<file path="src/rtl/comma_word_aligner.sv">
module comma_word_aligner #(
  parameter int WORD_W = 10,
  parameter int COMMA_W = 7,
  parameter logic [COMMA_W-1:0] COMMA_PAT = 7'b1111100
) (
  input  logic              clk,
  input  logic              rst_n,
  input  logic              rx_bit,
  input  logic              align_en,
  input  logic              rx_locked,
  output logic [WORD_W-1:0] word_out,
  output logic              word_stb,
  output logic              comma_flag,
  output logic              byte_clk0,
  output logic              byte_clk1
);
  localparam int CNT_W = $clog2(WORD_W);
  localparam logic [CNT_W-1:0] LAST = CNT_W'(WORD_W - 1);

  logic [WORD_W-1:0] shreg, nxt;
  logic [CNT_W-1:0]  bit_cnt;
  logic              primed;
  logic              at_edge, pat_hit, comma_now, slip, emit;

  assign nxt       = {rx_bit, shreg[WORD_W-1:1]};
  assign at_edge   = (bit_cnt == LAST);
  assign pat_hit   = (nxt[COMMA_W-1:0] == COMMA_PAT) || (nxt[COMMA_W-1:0] == ~COMMA_PAT);
  assign comma_now = rx_locked && (primed || at_edge) && pat_hit;
  assign slip      = comma_now && align_en && !at_edge;
  assign emit      = at_edge || slip;

  always_ff @(posedge clk or negedge rst_n) begin
    if (!rst_n) begin
      shreg      <= '0;
      bit_cnt    <= '0;
      primed     <= 1'b0;
      word_stb   <= 1'b0;
      comma_flag <= 1'b0;
      byte_clk0  <= 1'b0;
      byte_clk1  <= 1'b0;
    end else begin
      shreg      <= nxt;
      bit_cnt    <= emit ? '0 : bit_cnt + CNT_W'(1);
      primed     <= primed | at_edge;
      word_stb   <= emit;
      comma_flag <= emit && comma_now;
      if (emit) begin
        word_out  <= nxt;
        byte_clk0 <= ~byte_clk0;
        byte_clk1 <= byte_clk0;
      end
    end
  end
endmodule


</file>
<file path="config.mk">
export PLATFORM = sky130hd
export DESIGN_NAME = comma_word_aligner
export DESIGN_NICKNAME = d
export VERILOG_FILES = /design/src/rtl/comma_word_aligner.sv
export SDC_FILE = /design/constraint.sdc
export NUM_CORES = 1
export LEC_CHECK = 0
export BUFFER_PORTS_ARGS = -buffer_cell sky130_fd_sc_hd__buf_4
export CAP_MARGIN = 20
export CORE_AREA = 2 2 65 52
export DETAILED_ROUTE_END_ITERATION = 6
export DIE_AREA = 0 0 67 54
export GPL_ROUTABILITY_DRIVEN = 0
export PLACE_DENSITY = 0.63
export SLEW_MARGIN = 25
export SYNTH_ARGS = -nofsm -noshare
export SYNTH_HDL_FRONTEND = slang
export SYNTH_SLANG_ARGS = --single-unit
</file>
<file path="constraint.sdc">
create_clock -name clk -period 2 [get_ports clk]
set_input_delay 0.4 -clock clk [delete_from_list [all_inputs] [get_ports clk]]
set_output_delay 0.4 -clock clk [all_outputs]
set_load 0.01 [all_outputs]
</file>
## Word-level counts from Yosys, hierarchy flattened

Index checks and enable logic that the tools add are counted.

| operators by class | value |
|---|---|
| $add $sub $neg | 1 |
| multipliers | 0 |
| divide/modulo/power cells | 0 |
| magnitude comparators | 0 |
| equal/unequal tests | 3 |
| shifts and indexed selects | 0 |
| mux-type cells | 1 |
| bitwise logic cells | 2 |
| reduce and logical (&&, ||, !) cells | 10 |

Operators by type and width:

| operator | count |
|---|---|
| 7-bit by 2-bit equality test with 1-bit output (second input constant) | 1 |
| 7-bit equality test (second input constant) | 1 |
| 1-bit logical AND | 5 |
| 4-bit by 1-bit adder with 4-bit output (second input constant) | 1 |
| 4-bit equality test (second input constant) | 1 |
| 4-bit 2-to-1 mux | 1 |
| 1-bit logical OR | 3 |
| 2-bit AND reduction | 1 |
| 1-bit zero test | 1 |
| 1-bit NOT | 1 |
| 1-bit OR | 1 |

| storage, ports and cells | value |
|---|---|
| register bits after elaboration | 29 |
| bits in latches | 0 |
| memory bits (writable) | 0 |
| bits in read-only memories | 0 |
| output and inout port bits | 14 |
| logic and storage cells | 25 |
| memories kept | 0 |

## Depth between registers and ports, before layout

| depth | value |
|---|---|
| word-level depth | 8 |
| depth in mapped cells | 6 |
| mapped depth without buffers | 6 |

## Worst setup path after synthesis

No wires, ideal clock.

| timing | value |
|---|---|
| path kind | reg-to-reg |
| from | reg shreg[3] |
| to | reg word_out[0] (enable) |
| arrival time | 1.398 ns |
| setup slack | 0.261 ns |
| cell stages (with the launch flop) | 5 |
| buffers on the path | 0 |
| clock period less this slack | 1.739 ns |
| path through | dfrtp_1 -> nor4_2 -> nand4_2 -> a21oi_2 -> o21a_1 |

| between the ends | value |
|---|---|
| cells in the longest elaborated chain, start to end | 7 |
| elaborated cells between the ends (all ways) | 8 |
| classes of those cells | 2 x eq/ne; 6 x reduce/logical |

RTL lines:

| what | RTL line | text |
|---|---|---|
| from (decl) | 20 | `logic [WORD_W-1:0] shreg, nxt;` |
| from (signal assigned) | 42 | `shreg <= nxt;` |
| 7-bit equality test or 7-bit by 2-bit equality test with 1-bit output (tied branches) | 27 | `assign pat_hit = (nxt[COMMA_W-1:0] == COMMA_PAT) \|\| (nxt[COMMA_W-1:0] == ~COMMA_PAT);` |
| 1-bit logical OR * | 27 |  |
| 1-bit logical AND * | 28 | `assign comma_now = rx_locked && (primed \|\| at_edge) && pat_hit;` |
| 1-bit logical AND * (2 in a row) | 29 | `assign slip = comma_now && align_en && !at_edge;` |
| 1-bit logical OR * | 30 | `assign emit = at_edge \|\| slip;` |
| 2-bit AND reduction (no line) * | -- |  |
| to (signal assigned) | 48 | `word_out <= nxt;` |
| to (decl) | 11 | `output logic [WORD_W-1:0] word_out,` |

Mark *: on every way between the ends. The rest lies on a longest branch, timed or not.
A chain may end at the register's enable or synchronous reset.

## Final worst setup path

| timing | value |
|---|---|
| from | reg shreg[3] |
| to | reg word_out[7] (enable) |

The elaborated chain is that of the path after synthesis.

==> flow_summary.ini <==
[outcome]
status = finished, final reports clean

[cells_and_area]
layout_commonest_cell = buf_4
fin_cells = 126
final_nets = 94
syn2layout_area_growth_pct = 26.8
drive_above_1_share = 0.337
num_antenna_cells = 0
mostFrequentLayoutCells = buf_4 (19), dfrtp_1 (18), edfxtp_1 (10)
final_util = 0.417

[worst_setup_path]
crit_fanout = 10
path_cells = nor4_2 -> nand4_2 -> a21oi_2 -> o21a_1 -> buf_4
worst_path_max_delay_cell = dfrtp_1
worstPathArrival_ns = 1.79
crit_type = flip-flop to flip-flop
required_ns = 1.98
crit_path_start_kind = flip-flop
critPathMaxStageDelay_ns = 0.41
end_kind = flip-flop

[synthesis]
ys_seq_area_frac = 0.745
synthCells = 63
synth_area_per_cell_um2 = 16.0
synth_top_area_share = 0.447
synth_top_cell_by_area = dfrtp_1
yosys_warnings = 0
synth.distinct_cells = 27
ys_seq_elements = 28
synthTopCellsByArea = dfrtp_1 (45%), edfxtp_1 (30%), ha_1 (2.5%), nor3_1 (2.0%), o311ai_2 (1.6%)
syn-cell-area_um2 = 1010
syn_nets = 70

[pwr]
power.density_nw_per_um2 = 1110
power_leakage_nw = 0.542
max-vdd-ir-drop_v = 0.000443

[sta]
final_hold_viol_count = 0
rsz0062_at_grt = false
fmax_ghz = 0.553
maxSlewViolCount = 0
setup_ws_ns = 0.191
post-route-min-period_ns = 1.81
finalClockSkew_ns = 0.00568
fin_setup_tns_ns = 0
slew_headroom = 0.806
tightest_slew_ns = 0.290
setup_viol = 0
whs_ns = 0.247
fin_crit_sh = 0.904

[grt]
antenna_found_initial = 0
grt_pass1_vias = 549
grt_overflow_total = 0
grt_pass1_wl_um = 2530
gr-usage-all-layers = 0.0994
grt_max_degree = 20

[place]
dp_hpwl_um = 1090
port_buffers = 18
placedCellCount = 121
place_ws_ns = 0.189

[drt]
wl_per_cell_um = 12.2
dr.first_iter.drc_count = 25
vias_per_cell = 4.72
drt-pass1-iter-count = 4
drt-total-wl_um = 1530
vias = 595
drcViolationCount = 0
final_antenna_net_count = 0

[clock_tree]
h-tree-depth = 1
cts_tree = built
cts_max_path_buffers = 2
ctsHoldBuffers = 1
cts_root_buf = clkbuf_8
post-cts-setup-buffers = 0
insertion_delay_ns = 0.27
cts_sinks = 28
cts_resized = 0
cts_buffers = 3
clk_pin_slew_ns = 0.09

[floorplanning]
start_util = 0.329
die_area_um2 = 3620
core_area_um2 = 3060
pin_count = 19
die_w_um = 67
fp-row-count = 18
die_h_um = 54

[worst_hold_path]
hold_path_class = input pin to flip-flop

[flow_run]
cap_violations = 0
[cell usage after synthesis]
master,count
a21oi_2,1
nand4_1,2
inv_1,1
dfrtp_1,18
nand3_1,3
o211ai_1,1
edfxtp_1,10
nand3b_1,1
nor4bb_1,1
buf_1,1
xor2_1,1
nand4_2,1
and2_4,1
ha_1,2
o21a_1,2
nor2b_1,1
nor3_1,4
and3b_1,1
a21oi_1,2
o21ai_0,1
nand2_1,2
and4_2,1
nand2b_1,1
nor4_2,1
and3_1,1
o311ai_2,1
xnor2_1,1
[worst paths after layout]
check                               to      from  slack [ns]  cells after the start
setup / recovery           word_out[7]  shreg[3]        0.19                      5
hold / removal                shreg[9]    rx_bit        0.25                      1
setup reg to reg           word_out[7]  shreg[3]        0.19                      5
hold reg to reg               shreg[8]  shreg[9]        0.37                      0
max in group asynchronous     shreg[7]     rst_n        1.27                      2
min in group asynchronous   comma_flag     rst_n        0.53                      2
[sequential cells by signal (all words and copies together) (netlist names)]
register,count
bit_cnt,4
byte_clk1,1
word_out,10
word_stb,1
comma_flag,1
shreg,9
primed,1
byte_clk0,1
[power by group]
| group | switching [mW] | internal, mW | total, mW |
|---|---|---|---|
| clock network | 0.161 | 0.268 | 0.429 |
| logic | 0.103 | 0.129 | 0.232 |
| registers | 0.0730 | 0.686 | 0.759 |
[worst max-delay path, delay by kind of cell, from the launching register on]
family / cells / cell delay [ns]
simple gates: 2 / 0.50
compound gates: 2 / 0.42
flops: 1 / 0.41
buf+inv: 1 / 0.18
[kinds of logic (layout without fill, tap and decap cells)]
logic type               after synthesis  after routing  share of synthesized area
flip-flops                            28             28                      0.745
AND/OR/NAND/NOR                       21             21                      0.143
AO/OA/AOI/OAI                          8              8                     0.0621
adder cells (fa/ha/maj)                2              2                     0.0248
XOR/XNOR                               2              2                     0.0174
buffers and inverters                  2             25                    0.00745
[final cells by class]
| type | instances | area, um2 |
|---|---|---|
| repair buffers | 20 | 153 |
| multi-input cells | 33 | 249 |
| inverters | 1 | 3.75 |
| fillers | 300 | 1790 |
| flip-flops and latches | 28 | 751 |
| clock inverters | 1 | 30.0 |
| well taps | 40 | 50.0 |
| clock buffers | 3 | 41.3 |
[per-layer routing]
metal	vias to the layer above	part of all wire	GRT usage
met2	20	0.44	0.144
met3	4	0.066	0.0439
li1	281	-	-
met1	290	0.47	0.130
met5	-	0	0
met4	0	0.020	0.0408
[metrics by stage]
stage	area [um2]	power, mW
final	1280	1.42
after global routing	1280	1.51
after CTS	1280	1.45
after detailed placement	1200	1.01
after global placement	1200	1.01
after floorplan	1010	0.893
Power figures use the tool's default switching activity.
